File: src/rtl/lsn_seq_pkg.sv
package lsn_seq_pkg;

   localparam int RES_STEP = 4;

   typedef enum logic [2:0] {
      OPM_OFF      = 3'b000,
      OPM_VIS_ONCE = 3'b001,
      OPM_IR_ONCE  = 3'b010,
      OPM_VIS_CONT = 3'b101,
      OPM_IR_CONT  = 3'b110
   } opmode_e;

   typedef struct packed {
      logic run;
      logic ir;
      logic cont;
   } mode_ctl_t;

   // Map a raw code onto a legal mode; reserved codes fall to power-down
   function automatic opmode_e legalize(input logic [2:0] code);
      case (code)
         3'b001:  return OPM_VIS_ONCE;
         3'b010:  return OPM_IR_ONCE;
         3'b101:  return OPM_VIS_CONT;
         3'b110:  return OPM_IR_CONT;
         default: return OPM_OFF;
      endcase
   endfunction

endpackage

File: src/rtl/lsn_mode_dec.sv
module lsn_mode_dec
   import lsn_seq_pkg::*;
(
   input  opmode_e   mode,
   output mode_ctl_t ctl
);

   always_comb begin
      ctl = '0;
      case (mode)
         OPM_VIS_ONCE: ctl = '{run: 1'b1, ir: 1'b0, cont: 1'b0};
         OPM_IR_ONCE:  ctl = '{run: 1'b1, ir: 1'b1, cont: 1'b0};
         OPM_VIS_CONT: ctl = '{run: 1'b1, ir: 1'b0, cont: 1'b1};
         OPM_IR_CONT:  ctl = '{run: 1'b1, ir: 1'b1, cont: 1'b1};
         default:      ctl = '0;
      endcase
   end

endmodule

File: src/rtl/lsn_res_limit.sv
module lsn_res_limit
   import lsn_seq_pkg::*;
#(
   parameter int W = 16
) (
   input  logic [1:0]   res,
   output logic [W-1:0] lim
);

   localparam int NUM_RES = 4;
   localparam int MIN_W   = RES_STEP * (NUM_RES - 1) + 1;

   generate
      if (W < MIN_W) begin : g_bad_width
         $error("lsn_res_limit: W must leave at least one bit at the coarsest resolution");
      end
   endgenerate

   logic [W-1:0] lim_tab [NUM_RES];

   // Entry g holds the terminal count for a width of W - 4*g bits
   generate
      for (genvar g = 0; g < NUM_RES; g++) begin : g_tab
         assign lim_tab[g] = {W{1'b1}} >> (RES_STEP * g);
      end
   endgenerate

   assign lim = lim_tab[res];

endmodule

File: src/rtl/lsn_int_timer.sv
module lsn_int_timer #(
   parameter int W = 16
) (
   input  logic         clk,
   input  logic         rst_n,
   input  logic         clr,
   input  logic         run,
   input  logic         tick,
   input  logic [W-1:0] lim,
   output logic         last
);

   logic [W-1:0] cnt_q;

   assign last = run & tick & (cnt_q == lim);

   always_ff @(posedge clk) begin
      if (!rst_n || clr) begin
         cnt_q <= '0;
      end else if (run && tick) begin
         cnt_q <= last ? '0 : cnt_q + W'(1);
      end
   end

   a_r4_cnt_within_limit: assert property (@(posedge clk) disable iff (!rst_n)
      cnt_q <= lim);

   a_r4_idle_holds: assert property (@(posedge clk) disable iff (!rst_n)
      (!run && !clr) |=> $stable(cnt_q));

endmodule

File: src/rtl/lsn_pulse_acc.sv
module lsn_pulse_acc #(
   parameter int W = 16
) (
   input  logic         clk,
   input  logic         rst_n,
   input  logic         clr,
   input  logic         en,
   input  logic         pulse,
   input  logic [W-1:0] lim,
   output logic [W-1:0] val_next
);

   logic [W-1:0] acc_q;

   // Count including the current cycle's pulse, held at the limit
   always_comb begin
      val_next = acc_q;
      if (en && pulse && (acc_q != lim)) begin
         val_next = acc_q + W'(1);
      end
   end

   always_ff @(posedge clk) begin
      if (!rst_n || clr) begin
         acc_q <= '0;
      end else begin
         acc_q <= val_next;
      end
   end

   a_r5_acc_saturates: assert property (@(posedge clk) disable iff (!rst_n)
      acc_q <= lim);

   a_r5_offtick_ignored: assert property (@(posedge clk) disable iff (!rst_n)
      (!en && !clr) |=> $stable(acc_q));

endmodule

File: src/rtl/lsn_conv_seq.sv
module lsn_conv_seq
   import lsn_seq_pkg::*;
#(
   parameter int DATA_W = 16
) (
   input  logic              clk,
   input  logic              rst_n,
   input  logic              mode_wr,
   input  logic [2:0]        mode_code,
   input  logic [1:0]        res_sel,
   input  logic [1:0]        range_sel,
   input  logic              osc_tick,
   input  logic              mod_pulse,
   output logic              fe_enable,
   output logic              fe_ir_sel,
   output logic [1:0]        fe_range,
   output logic [DATA_W-1:0] data_out,
   output logic              conv_done
);

   opmode_e           mode_q;
   mode_ctl_t         ctl;
   logic [1:0]        res_q;
   logic [DATA_W-1:0] lim;
   logic [DATA_W-1:0] acc_next;
   logic [DATA_W-1:0] data_q;
   logic              done_q;
   logic              last;
   logic              seq_clr;

   lsn_mode_dec u_dec (
      .mode (mode_q),
      .ctl  (ctl)
   );

   lsn_res_limit #(.W(DATA_W)) u_lim (
      .res (res_q),
      .lim (lim)
   );

   // A write or a completed integration both start the next window afresh
   assign seq_clr = mode_wr | last;

   lsn_int_timer #(.W(DATA_W)) u_timer (
      .clk   (clk),
      .rst_n (rst_n),
      .clr   (seq_clr),
      .run   (ctl.run),
      .tick  (osc_tick),
      .lim   (lim),
      .last  (last)
   );

   lsn_pulse_acc #(.W(DATA_W)) u_acc (
      .clk      (clk),
      .rst_n    (rst_n),
      .clr      (seq_clr),
      .en       (ctl.run & osc_tick),
      .pulse    (mod_pulse),
      .lim      (lim),
      .val_next (acc_next)
   );

   always_ff @(posedge clk) begin
      if (!rst_n) begin
         mode_q <= OPM_OFF;
         res_q  <= '0;
         data_q <= '0;
         done_q <= 1'b0;
      end else begin
         done_q <= 1'b0;
         if (mode_wr) begin
            mode_q <= legalize(mode_code);
            res_q  <= res_sel;
         end else if (last) begin
            data_q <= acc_next;
            done_q <= 1'b1;
            res_q  <= res_sel;
            if (!ctl.cont) begin
               mode_q <= OPM_OFF;
            end
         end
      end
   end

   assign fe_enable = ctl.run;
   assign fe_ir_sel = ctl.ir;
   assign fe_range  = range_sel;
   assign data_out  = data_q;
   assign conv_done = done_q;

   a_r10_done_single: assert property (@(posedge clk) disable iff (!rst_n)
      conv_done |=> !conv_done);

   a_r8_write_suppresses_done: assert property (@(posedge clk) disable iff (!rst_n)
      mode_wr |=> !conv_done);

   a_r6_oneshot_powers_down: assert property (@(posedge clk) disable iff (!rst_n)
      (conv_done && $past(ctl.run && !ctl.cont)) |-> !fe_enable);

   a_r7_cont_keeps_running: assert property (@(posedge clk) disable iff (!rst_n)
      (conv_done && $past(ctl.cont)) |-> fe_enable);

   a_r3_reserved_is_off: assert property (@(posedge clk) disable iff (!rst_n)
      (mode_wr && (mode_code == 3'b011 || mode_code == 3'b100 || mode_code == 3'b111))
      |=> !fe_enable);

   a_r10_data_only_on_done: assert property (@(posedge clk) disable iff (!rst_n)
      !conv_done |-> $stable(data_out));

endmodule

File: config.mk
export PLATFORM = sky130hd
export DESIGN_NAME = lsn_conv_seq
export DESIGN_NICKNAME = d
export VERILOG_FILES = /design/src/rtl/lsn_seq_pkg.sv /design/src/rtl/lsn_mode_dec.sv /design/src/rtl/lsn_res_limit.sv /design/src/rtl/lsn_int_timer.sv /design/src/rtl/lsn_pulse_acc.sv /design/src/rtl/lsn_conv_seq.sv
export SDC_FILE = /design/constraint.sdc
export NUM_CORES = 1
export LEC_CHECK = 0
export BUFFER_PORTS_ARGS = -buffer_cell sky130_fd_sc_hd__buf_4
export CORE_UTILIZATION = 45
export DETAILED_ROUTE_END_ITERATION = 10
export PLACE_DENSITY = 0.63
export SLEW_MARGIN = 40
export SYNTH_ARGS = -nofsm -noshare
export SYNTH_HDL_FRONTEND = slang
export SYNTH_HIERARCHICAL = 1
export SYNTH_SLANG_ARGS = --single-unit
File: constraint.sdc
create_clock -name clk -period 2.99 [get_ports clk]
set_input_delay 0.598 -clock clk [delete_from_list [all_inputs] [get_ports clk]]
set_output_delay 0.598 -clock clk [all_outputs]
set_load 0.01 [all_outputs]
# After elaboration in Yosys (flattened, before gate mapping)
# Index checks and enable logic that the tools add are counted.
dict set report op_classes {
  n_reduce_logical 9
  magnitude_cmp 1
  bitwise_logic 6
  n_addsub 2
  n_mux 13
  eq_ne 11
}
# cell n
set op_table {}
lappend op_table {{two-way mux 16 bit} 4}
lappend op_table {{adder 16 x 1 -> 16 bit, second input constant} 2}
lappend op_table {{binary-select mux 16 bit (select 2 bit)} 1}
lappend op_table {{case mux 3 bit (4 select lines)} 2}
lappend op_table {{== test 16 bit} 1}
lappend op_table {{!= test 16 bit} 1}
lappend op_table {{== test 3 bit, second input constant} 4}
lappend op_table {{two-way mux 3 bit} 3}
lappend op_table {{== test 3 x 1 -> 1 bit, second input constant} 2}
lappend op_table {{== test 3 x 2 -> 1 bit, second input constant} 2}
lappend op_table {{two-way mux 2 bit} 2}
lappend op_table {{AND reduction 2 bit} 2}
lappend op_table {{>= comparator 3 bit, second input constant} 1}
lappend op_table {{logical AND 1 bit} 3}
lappend op_table {{inverter 2 -> 3 bit} 1}
lappend op_table {{bitwise AND 1 bit} 2}
lappend op_table {{!= test 2 bit, second input constant} 1}
lappend op_table {{inverter 1 bit} 2}
lappend op_table {{nonzero test 2 bit} 1}
lappend op_table {{OR reduction 2 bit} 1}
lappend op_table {{zero test 1 bit} 1}
lappend op_table {{logical OR 1 bit} 1}
lappend op_table {{two-way mux 1 bit} 1}
lappend op_table {{OR 1 bit} 1}
dict set report totals {
  in_bits 12
  out_inout_bits 21
  word_cells 48
  regBits 54
}

# Logic depth before layout (Yosys ltp)
# Gate-level depths: netlist of the first run.
dict set report logic_depth {
  depth_word 8
  ltp_mapped 12
  mapped_depth_nobuf 10
}

# Hierarchy
# Netlist of the first run, hierarchy kept.
# module seq_area_each_um2 area_per_inst_um2 n_inst cells_each
set modules_own_cells {}
lappend modules_own_cells {lsn_pulse_acc 320.3 1103.6 1 140}
lappend modules_own_cells {lsn_conv_seq 440.4 944.7 1 100}
lappend modules_own_cells {lsn_int_timer 320.3 913.4 1 110}
lappend modules_own_cells {lsn_res_limit 0.0 112.6 1 17}
lappend modules_own_cells {lsn_mode_dec 0.0 23.8 1 3}

# Worst setup path before layout of the first run
# Ideal clock, no wire load.
dict set report synth_path {
  path_type {reg2reg}
  startpoint {register res_q[0]}
  endpoint {register u_acc.acc_q[0]}
  t_required_ns 2.855
  period_less_slack_ns 2.339
  slack_ns 0.651
  path_buffers 2
  stages_incl_launch_ff 12
  setup_time_ns 0.135
  arrival_time_ns 2.204
  path_cell_list {dfxtp_1 nor2_1 buf_4 xor2_1 nor4_1 nand4_1 nor2_1 nor2_1 inv_1 nand2b_1 clkbuf_1 a21oi_1}
}
dict set report synth_via {
  elab_chain_len 8
  elab_cells_between_ends 11
  cone_classes {eq/ne: 2; mux: 4; bitwise: 3; reduce/logical: 2}
}
# element line_no
set synth_rtl {}
lappend synth_rtl {{from (decl)} lsn_conv_seq.sv:23} ;# logic [1:0] res_q;
lappend synth_rtl {{from (signal assigned)} lsn_conv_seq.sv:74} ;# res_q <= res_sel;
lappend synth_rtl {{from (signal assigned)} lsn_conv_seq.sv:78} ;# res_q <= res_sel;
lappend synth_rtl {{inverter 2 -> 3 bit (not written as such)} lsn_res_limit.sv:28} ;# assign lim = lim_tab[res];
lappend synth_rtl {{binary-select mux 16 bit (select 2 bit)} lsn_res_limit.sv:28}
lappend synth_rtl {{two-way mux 16 bit (not written as such) (2 in a row)} lsn_res_limit.sv:28}
lappend synth_rtl {{via lim[12]} lsn_conv_seq.sv:24} ;# logic [DATA_W-1:0] lim;
lappend synth_rtl {{== test 16 bit} lsn_int_timer.sv:15} ;# assign last = run & tick & (cnt_q == lim);
lappend synth_rtl {{bitwise AND 1 bit} lsn_int_timer.sv:15}
lappend synth_rtl {{via last} lsn_conv_seq.sv:28} ;# logic last;
lappend synth_rtl {{OR 1 bit} lsn_conv_seq.sv:42} ;# assign seq_clr = mode_wr | last;
lappend synth_rtl {{via seq_clr} lsn_conv_seq.sv:29} ;# logic seq_clr;
lappend synth_rtl {{logical OR 1 bit} lsn_pulse_acc.sv:24} ;# if (!rst_n || clr) begin
lappend synth_rtl {{to (signal assigned)} lsn_pulse_acc.sv:27} ;# acc_q <= val_next;
lappend synth_rtl {{to (decl)} lsn_pulse_acc.sv:13} ;# logic [W-1:0] acc_q;
# The timed path passes the listed nets, and every way through them passes these cells. The select of a mux whose other input is x is not followed.
# A chain may end at the register's enable or synchronous reset.

# Worst setup path after layout of the first run
dict set report layout_path {
  startpoint {register res_q[1]}
  endpoint {register u_timer.cnt_q[4]}
}
dict set report layout_via {
  elab_chain_len 8
  elab_cells_between_ends 9
  cone_classes {eq/ne: 1; mux: 4; bitwise: 3; reduce/logical: 1}
}
# element line_no
set layout_rtl {}
lappend layout_rtl {{inverter 2 -> 3 bit (not written as such)} lsn_res_limit.sv:28}
lappend layout_rtl {{binary-select mux 16 bit (select 2 bit)} lsn_res_limit.sv:28}
lappend layout_rtl {{two-way mux 16 bit (not written as such) (2 in a row)} lsn_res_limit.sv:28}
lappend layout_rtl {{via lim[4]} lsn_conv_seq.sv:24}
lappend layout_rtl {{== test 16 bit} lsn_int_timer.sv:15}
lappend layout_rtl {{bitwise AND 1 bit} lsn_int_timer.sv:15}
lappend layout_rtl {{via last} lsn_conv_seq.sv:28}
lappend layout_rtl {{OR 1 bit} lsn_conv_seq.sv:42}
lappend layout_rtl {{via seq_clr} lsn_conv_seq.sv:29}
lappend layout_rtl {{logical OR 1 bit} lsn_int_timer.sv:18} ;# if (!rst_n || clr) begin
lappend layout_rtl {{to (signal assigned)} lsn_int_timer.sv:21} ;# cnt_q <= last ? '0 : cnt_q + W'(1);
lappend layout_rtl {{to (decl)} lsn_int_timer.sv:13} ;# logic [W-1:0] cnt_q;
# The timed path passes the listed nets, and every way through them passes these cells. The select of a mux whose other input is x is not followed.

==> results of run 1 <==
==> per-stage QoR <==
step / hold slack (ns) / setup WS (ns) / area, um^2 / power (uW) / instances
after detailed placement: 0.444 / 0.299 / 3210 / 825 / 452
after CTS: 0.466 / 0.273 / 3300 / 1230 / 460
after global placement: 0.442 / 0.367 / 3210 / 824 / 452
after floorplan: 0.424 / 0.651 / 3110 / 814 / 373
final: 0.461 / 0.361 / 3300 / 1210 / 460
after global routing: 0.483 / 0.0660 / 3300 / 1260 / 460
==> sequential cells by signal (all words and copies together) (netlist names) <==
name           cells
conv_done          1
data_out          16
mode_q             3
res_q              2
u_acc/acc_q       16
u_timer/cnt_q     16
==> logic make-up after synthesis <==
| family | Yosys count |
|---|---|
| simple gates | 172 |
| mux | 1 |
| compound gates | 58 |
| buf+inv | 35 |
| xor+xnor | 47 |
| flops | 54 |
| fa+ha+maj | 2 |
| other cells | 1 |
==> what timing repair did <==
action,CTS,global route
hold buffers,0,0
setup endpoints to repair,0,8
resized for setup,0,1
==> routing by layer <==
| layer | vias up | part of all wire (%) | wire length (um) |
|---|---|---|---|
| met5 | - | 0 | 0 |
| met3 | 5 | 3.4 | 201 |
| li1 | 1264 | - | - |
| met2 | 39 | 44 | 2580 |
| met4 | 0 | 1.4 | 81 |
| met1 | 1086 | 51 | 3040 |
==> where the power goes <==
group,total [uW],internal [uW],switching (uW)
clock network,406,166,240
registers,725,722,3.10
logic,82.7,38.0,44.7
==> cell usage after synthesis, drive strengths merged, types with 11 or more instances <==
cell type,count
nand2,68
or3,11
a21boi,18
o21ai,17
a21oi,17
nor2,24
buf,28
nand3,11
xnor2,23
xor2,24
nand4,16
dfxtp,54
==> path summary, 6_finish.rpt <==
path,endpoint,slack [ns],cells after the start,from
setup / recovery,u_timer/cnt_q[4],0.36,10,res_q[1]
hold / removal,data_out[4],0.46,2,data_out[4]
setup reg to reg,u_timer/cnt_q[4],0.36,10,res_q[1]
hold reg to reg,data_out[4],0.46,2,data_out[4]
==> worst register-to-register path, stage by stage (launching register included) <==
cell and delay, ns:
dfxtp_1 0.38, nand2_1 0.28, xor2_1 0.24, nor4_1 0.30, nand4_1 0.27, nor2_2 0.26
nor2_1 0.11, inv_1 0.11, and2b_1 0.21, o21ai_2 0.24, nor2_1 0.12
==> cell type report <==
type,instances,area share [%]
clock buffer,6,2.20
clock inverter,2,0.417
inverter,4,0.455
multi-input combinational,284,53.8
sequential,54,32.8
tap,77,2.92
timing repair buffer,33,7.51
==> flow_metrics.py, run 1 <==
metrics = {
    "global_routing": {
        "top_usage_layer": "met2",
        "gr_ovfl_total": 0,
        "grt_first_pass_wirelength_mm": 10.2,
        "globalRouteMet1Util_pct": 24.7,
        "grt_start_max_net_pins": 32,
        "met2_usage_pct": 27.3,
        "first_global_vias": 2162,
        "grt_usage_pct": 17.7,
        "antenna_violations_before_repair": 0,
        "grt_met3_use_pct": 3.31,
    },
    "final_layout": {
        "final_core_utilization_pct": 50.8,
        "drive_gt1_share_pct": 18.3,
        "antenna-diode-count": 0,
        "ff_latch_area_um2": 1080,
        "mostFrequentLayoutCells": "nand2_1 (64), dfxtp_1 (54), buf_4 (33)",
        "multi_input_area_um2": 1770,
        "final.fill_count": 638,
        "finalNetCount": 396,
        "syn_to_final_growth_pct": 6.54,
        "mostFrequentLayoutCell": "nand2_1",
    },
    "clocking": {
        "tritoncts": "yes",
        "cts_buffer_depth": 2,
        "cts.htree.levels": 2,
        "ctsRootBufferMaster": "clkbuf_8",
        "cts.reportedPaths.clkPinSlew_ns": 0.10,
        "post_cts_buffers": 0,
        "clk_sink_count": 54,
        "tritoncts_buffer_count": 5,
        "worst_skew_pair.late_latency_ns": 0.31,
    },
    "sta": {
        "max_freq_mhz": 380,
        "slew_headroom_pct": 52.1,
        "tns_ns": 0,
        "timing_hold_violations_final": 0,
        "setup_viol_count_final": 0,
        "grt_setup_unrepaired": "false",
        "timing.final.crit_share_pct": 87.9,
        "worst-slew-pin-transition_ns": 0.719,
        "slew_violations": 0,
        "clock_skew_ns": 0.0142,
        "finalWorstPathRequiredPeriod_ns": 2.63,
    },
    "logic_synthesis": {
        "synth.avg_cell_area_um2": 8.37,
        "synth_cell_types": 48,
        "synth-edff-count": 0,
        "synth-seq-cells": 54,
        "synthesis.yosys.warnings": 6,
        "synth_mux_area_share_pct": 0.323,
        "compound_cell_area_share_of_the_yosys_netlist_pct": 13.1,
        "yosys.area_share.simple_pct": 29.2,
        "yosysSeqAreaShare_pct": 34.9,
        "postSynthCellCount": 370,
        "syn_area_um2": 3100,
        "postSynth.asyncResetShare_pct": 0,
        "synth_top_cell_area_share_pct": 34.9,
        "synth_top_family_by_area": "simple AND/OR/NAND/NOR gates",
        "synth_area_leaders": "dfxtp_1 (35%), nand2_1 (7.8%), xor2_1 (6.8%)",
        "netlist.top_cell.by_area": "dfxtp_1",
        "post_synth_adder_cell_area_pct": 0.808,
        "post_synth_xor_area_fraction_pct": 13.3,
        "yosys_most_used_dff": "dfxtp_1",
    },
    "setup_path": {
        "critical_path.most_common_cell": "nor2_1",
        "worstPathArrival_ns": 2.81,
        "worst_setup_path_start_kind": "flop",
        "critical-path-top-delay-family": "simple AND/OR/NAND/NOR gates",
        "critPathSlowestCell": "dfxtp_1",
        "cp_num_buf_inv": 1,
        "cp_slowest_stage_delay_ns": 0.38,
        "sort_of_element_at_the_end_of_the_critical_path": "flop",
        "wp_data_required_ns": 3.17,
        "timing.setup.critical_path_class": "reg -> reg",
        "critPathMaxFanout": 13,
        "timing.critical_path.cells": "nand2_1 > xor2_1 > nor4_1 > nand4_1 > nor2_2 > nor2_1 > inv_1 > and2b_1 > o21ai_2 > nor2_1",
    },
    "placed_design": {
        "port_buffers": 28,
        "dp.final_hpwl_mm": 4.39,
        "gpl.final_weighted_congestion": 0.822,
    },
    "floorplanning": {
        "floorplan.initialDensity_pct": 47.7,
        "die_w_um": 85.0,
        "core_um2": 6490,
        "die_area_um2": 7220,
        "vertical_die_dimension_um": 85.0,
        "ioPinCount": 33,
        "std_cell_rows": 29,
    },
    "min_path": {
        "hold_path_class": "reg -> reg",
    },
    "drt": {
        "drt_drc_violations_left": 2,
        "via_per_inst": 5.20,
        "drt_pre_antenna_iters": 10,
        "wire_per_inst_um": 12.8,
        "ant_nets": 0,
        "drt-total-wl_mm": 5.91,
        "count_of_routing_violations_after_the_opening_detailed_route_iteration": 125,
        "routed-via-count": 2394,
    },
    "power_and_ir_drop": {
        "cellPowerDensity_nw_per_um2": 368,
        "vdd.ir_drop.worst_uv": 286,
        "power.static_leakage_uw": 0.00124,
    },
    "outcome": {
        "outcome": "finished with violations",
        "failed_checks": "DRC",
    },
    "flow_run": {
        "drv.max_cap_violation_count": 0,
    },
}
Note: power is estimated with default switching activity, not from simulation.
==> run 2, diff against run 1 <==
Settings changed: CORE_UTILIZATION 45 to 40, PLACE_DENSITY 0.63 to 0.57.
==> flow_metrics.py, run 2 (synthesized netlist as in run 1, its figures left out) <==
metrics = {
    "drt": {
        "count_of_routing_violations_after_the_opening_detailed_route_iteration": 78,
        "routed-via-count": 2406,
        "ant_nets": 0,
        "drt_pre_antenna_iters": 4,
        "wire_per_inst_um": 12.6,
        "drt_drc_violations_left": 0,
        "drt-total-wl_mm": 6.08,
        "via_per_inst": 4.99,
    },
    "setup_path": {
        "rr_endpoint": "u_timer/cnt_q[7]",
        "worstPathArrival_ns": 2.77,
        "reg2reg_depth": 10,
        "worstSetupPathDepth": 10,
        "critical-path-top-delay-family": "simple AND/OR/NAND/NOR gates",
        "critical_path.most_common_cell": "nor2_1",
        "wp_data_required_ns": 3.17,
        "worst_setup_path_start_kind": "flop",
        "cp_num_buf_inv": 1,
        "worst_setup_path_startpoint": "res_q[1]",
        "critPathMaxFanout": 13,
        "worst_setup_path_endpoint": "u_timer/cnt_q[7]",
        "reg2reg_slack_ns": 0.40,
        "critical_path.reg2reg.startpoint": "res_q[1]",
        "timing.setup.critical_path_class": "reg -> reg",
        "sort_of_element_at_the_end_of_the_critical_path": "flop",
        "timing.critical_path.cells": "nand2_1 > xor2_1 > nor4_1 > nand4_1 > nor2_2 > nor2_1 > inv_1 > and2b_1 > o21ai_2 > nor2_1",
        "cp_slowest_stage_delay_ns": 0.38,
        "critPathSlowestCell": "dfxtp_1",
    },
    "flow_run": {
        "drv.max_cap_violation_count": 0,
    },
    "placed_design": {
        "gpl.final_weighted_congestion": 0.790,
        "port_buffers": 28,
        "dp.final_hpwl_mm": 4.56,
    },
    "clocking": {
        "tritoncts_buffer_count": 5,
        "clk_sink_count": 54,
        "cts_buffer_depth": 2,
        "post_cts_buffers": 0,
        "cts.reportedPaths.clkPinSlew_ns": 0.10,
        "tritoncts": "yes",
        "cts.hold.buffers_added": 0,
        "cts.htree.levels": 2,
        "number_of_resized_instances_in_the_post_cts_repair_step": 0,
        "worst_skew_pair.late_latency_ns": 0.31,
        "ctsRootBufferMaster": "clkbuf_8",
    },
    "sta": {
        "slew_headroom_pct": 51.9,
        "setup_viol_count_final": 0,
        "timing_hold_violations_final": 0,
        "finalWorstPathRequiredPeriod_ns": 2.59,
        "max_freq_mhz": 386,
        "grt_setup_unrepaired": "false",
        "worst-slew-pin-transition_ns": 0.722,
        "clock_skew_ns": 0.0130,
        "slew_violations": 0,
        "timing.final.crit_share_pct": 86.7,
        "tns_ns": 0,
    },
    "min_path": {
        "hold_path_class": "reg -> reg",
        "min_delay_path_depth": 2,
    },
    "final_layout": {
        "syn_to_final_growth_pct": 7.84,
        "finalNetCount": 396,
        "mostFrequentLayoutCell": "nand2_1",
        "final_core_utilization_pct": 45.3,
        "mostFrequentLayoutCells": "nand2_1 (64), dfxtp_1 (54), buf_4 (33)",
        "drive_gt1_share_pct": 18.5,
        "antenna-diode-count": 0,
    },
    "floorplanning": {
        "std_cell_rows": 31,
        "ioPinCount": 33,
        "core_um2": 7370,
        "die_area_um2": 8100,
        "die_w_um": 90.0,
        "vertical_die_dimension_um": 90.0,
        "floorplan.initialDensity_pct": 42.0,
    },
    "global_routing": {
        "gr_ovfl_total": 0,
        "grt_usage_pct": 16.5,
        "grt_first_pass_wirelength_mm": 11.0,
        "first_global_vias": 2394,
        "antenna_violations_before_repair": 0,
        "grt_start_max_net_pins": 32,
    },
    "power_and_ir_drop": {
        "power.static_leakage_uw": 0.00125,
        "vdd.ir_drop.worst_uv": 161,
        "cellPowerDensity_nw_per_um2": 374,
    },
    "outcome": {
        "outcome": "complete, no violations",
    },
}
## run 2: worst reg2reg max path: cells and delay by family (launching register included)
kind	cells	cell delay, ns
and+or+nand+nor	7	1.52
DFF	1	0.38
xor gates and xnor gates	1	0.23
AOI/OAI and AO/OA	1	0.22
buffers and inverters	1	0.11
## run 2: how the worst min path moves through the flow
| stage | from | endpoint |
|---|---|---|
| CTS | data_out[5] | data_out[5] |
| floorplan | mode_q[2] | mode_q[2] |
| finish | data_out[5] | data_out[5] |
| detailed placement | mode_q[2] | mode_q[2] |
| global placement | mode_q[2] | mode_q[2] |
| global route | data_out[1] | data_out[1] |
## run 2: power breakdown
part / switching, uW / internal, uW / leakage (uW)
logic: 44.9 / 38.0 / 0.000762
clock network: 249 / 191 / 0.0000478
registers: 3.18 / 722 / 0.000435
## run 2: through the flow
step	total power [uW]	area [um^2]	setup slack (ns)	std cells	hold slack, ns
3_5_place_dp	825	3240	0.320	474	0.441
4_1_cts	1270	3340	0.291	482	0.463
5_1_grt	1300	3340	0.0255	482	0.488
3_3_place_gp	824	3240	0.320	474	0.439
6_report	1250	3340	0.399	482	0.460
2_1_floorplan	814	3110	0.651	373	0.424
## run 2: routing by layer
layer / track usage [%] / vias up / share of wire, %
met5: 0 / - / 0
met4: 5.38 / 0 / 1.4
met3: 2.62 / 8 / 3.9
met2: 27.6 / 44 / 45
met1: 21.7 / 1092 / 49
li1: - / 1262 / -
## run 2: layout make-up
class | count | area [um^2]
Timing Repair Buffer | 33 | 248
Multi-Input combinational cell | 284 | 1770
Tap cell | 99 | 124
Clock buffer | 6 | 82.6
Sequential cell | 54 | 1080
Fill cell | 797 | 4030
Clock inverter | 2 | 16.3
Inverter | 4 | 15.0
==> run 3, diff against run 2 <==
Settings changed: GPL_TIMING_DRIVEN from default to 0.
Clock period 2.99 ns to 2.9 ns, I/O delays scaled along.
==> flow_metrics.py, run 3 (synthesized netlist as in run 1, its figures left out) <==
metrics = {
    "outcome": {
        "outcome": "complete, no violations",
    },
    "floorplanning": {
        "vertical_die_dimension_um": 90.0,
        "core_um2": 7370,
        "floorplan.initialDensity_pct": 42.0,
        "ioPinCount": 33,
        "std_cell_rows": 31,
        "die_w_um": 90.0,
        "die_area_um2": 8100,
    },
    "setup_path": {
        "critPathMaxFanout": 10,
        "cp_slowest_stage_delay_ns": 0.42,
        "wp_data_required_ns": 3.10,
        "worst_setup_path_startpoint": "res_q[1]",
        "critical_path.reg2reg.startpoint": "res_q[1]",
        "reg2reg_slack_ns": 0.31,
        "timing.critical_path.cells": "nand2_1 > buf_4 > xor2_1 > nor4_1 > nand4_1 > buf_4 > nor2_4 > nor2_1 > inv_1 > nand2b_1 > clkbuf_2 > a21oi_1",
        "timing.setup.critical_path_class": "reg -> reg",
        "worst_setup_path_start_kind": "flop",
        "critPathSlowestCell": "dfxtp_1",
        "sort_of_element_at_the_end_of_the_critical_path": "flop",
        "critical_path.most_common_cell": "buf_4",
        "worstPathArrival_ns": 2.79,
    },
    "power_and_ir_drop": {
        "power.static_leakage_uw": 0.00138,
        "vdd.ir_drop.worst_uv": 184,
        "cellPowerDensity_nw_per_um2": 369,
    },
    "global_routing": {
        "grt_usage_pct": 17.0,
        "antenna_violations_before_repair": 0,
        "gr_ovfl_total": 0,
        "grt_first_pass_wirelength_mm": 11.2,
        "grt_start_max_net_pins": 18,
        "first_global_vias": 2425,
    },
    "drt": {
        "wire_per_inst_um": 12.6,
        "drt-total-wl_mm": 6.44,
        "ant_nets": 0,
        "routed-via-count": 2501,
        "via_per_inst": 4.90,
        "drt_pre_antenna_iters": 4,
        "count_of_routing_violations_after_the_opening_detailed_route_iteration": 98,
        "drt_drc_violations_left": 0,
    },
    "final_layout": {
        "multi_input_area_um2": 1780,
        "mostFrequentLayoutCell": "nand2_1",
        "syn_to_final_growth_pct": 15.2,
        "finalNetCount": 424,
        "ff_latch_area_um2": 1080,
        "antenna-diode-count": 0,
        "final.fill_count": 751,
        "final_core_utilization_pct": 48.4,
        "drive_gt1_share_pct": 23.8,
        "mostFrequentLayoutCells": "nand2_1 (64), dfxtp_1 (54), buf_4 (50)",
    },
    "clocking": {
        "cts.htree.levels": 2,
        "tritoncts": "yes",
        "cts.hold.buffers_added": 0,
        "cts.reportedPaths.clkPinSlew_ns": 0.10,
        "ctsRootBufferMaster": "clkbuf_8",
        "cts_buffer_depth": 2,
        "worst_skew_pair.late_latency_ns": 0.32,
        "tritoncts_buffer_count": 5,
        "clk_sink_count": 54,
    },
    "sta": {
        "timing_hold_violations_final": 0,
        "fin_hold_ws_ns": 0.458,
        "finalWorstPathRequiredPeriod_ns": 2.59,
        "clock_skew_ns": 0.0110,
        "max_freq_mhz": 386,
        "setup_viol_count_final": 0,
        "timing.final.crit_share_pct": 89.2,
        "grt_setup_unrepaired": "false",
        "slew_violations": 0,
    },
    "placed_design": {
        "port_buffers": 29,
        "dp.final_hpwl_mm": 4.89,
        "gpl.final_weighted_congestion": 0.793,
    },
    "flow_run": {
        "drv.max_cap_violation_count": 0,
    },
    "min_path": {
        "min_from": "data_out[5]",
        "hold_path_class": "reg -> reg",
    },
}
[run 3: changes by cell type in the layout (fill, tap and decap cells not counted)]
cell | previous run | this run
nor2_1 | 22 | 21
buf_6 | 0 | 4
buf_2 | 0 | 3
clkbuf_1 | 0 | 2
buf_12 | 0 | 1
clkbuf_2 | 0 | 1
buf_4 | 33 | 50
nor2_4 | 0 | 1
[run 3: what timing repair did]
| action | 4_1_cts | 5_1_grt |
|---|---|---|
| setup buffers | 0 | 1 |
| resized for setup | 1 | 3 |
| setup endpoints to repair | 10 | 21 |
| pin swaps | 0 | 1 |
| gates cloned | 0 | 0 |
[run 3: worst max-delay path, delay by kind of cell (launching register included)]
family / cells / cell delay [ns]
and+or+nand+nor: 6 / 1.06
buffers and inverters: 4 / 0.79
DFF: 1 / 0.42
xor gates and xnor gates: 1 / 0.13
AOI/OAI and AO/OA: 1 / 0.07
[run 3: per-stage QoR]
stage          TNS [ns]  cells  power [uW]  cell area (um^2)  setup slack, ns
2_1_floorplan         0    373         839              3110            0.561
3_3_place_gp      -1.27    501         869              3450           -0.140
3_5_place_dp      -1.26    501         869              3450           -0.141
4_1_cts               0    509        1330              3550           0.0323
5_1_grt               0    510        1370              3570           0.0747
6_report              0    510        1320              3570            0.312
[run 3: layer usage]
| metal | vias to the layer above | routed length (um) | track usage, % |
|---|---|---|---|
| li1 | 1327 | - | - |
| met1 | 1134 | 3200 | 22.4 |
| met2 | 33 | 2970 | 28.3 |
| met3 | 7 | 185 | 2.88 |
| met4 | 0 | 85 | 5.65 |
| met5 | - | 0 | 0 |
[run 3: path summary, 6_finish.rpt]
kind         cells past startpoint             end
min reg2reg                      2     data_out[5]
min                              2     data_out[5]
max reg2reg                     12  u_acc/acc_q[8]
max                             12  u_acc/acc_q[8]
[run 3: where the power goes]
part / switching [uW] / leakage (uW) / total (uW) / internal, uW
Combinational: 51.1 / 0.000897 / 104 / 53.0
Sequential: 3.81 / 0.000435 / 749 / 745
Clock: 266 / 0.0000478 / 463 / 197
[run 3: cell type report]
| type | count | share of cell area (%) |
|---|---|---|
| clock buffer | 6 | 2.31 |
| tap | 99 | 3.47 |
| multi-input combinational | 284 | 49.9 |
| buffer | 31 | 6.80 |
| inverter | 4 | 0.421 |
| timing repair buffer | 30 | 6.31 |
| sequential | 54 | 30.3 |
| clock inverter | 2 | 0.456 |
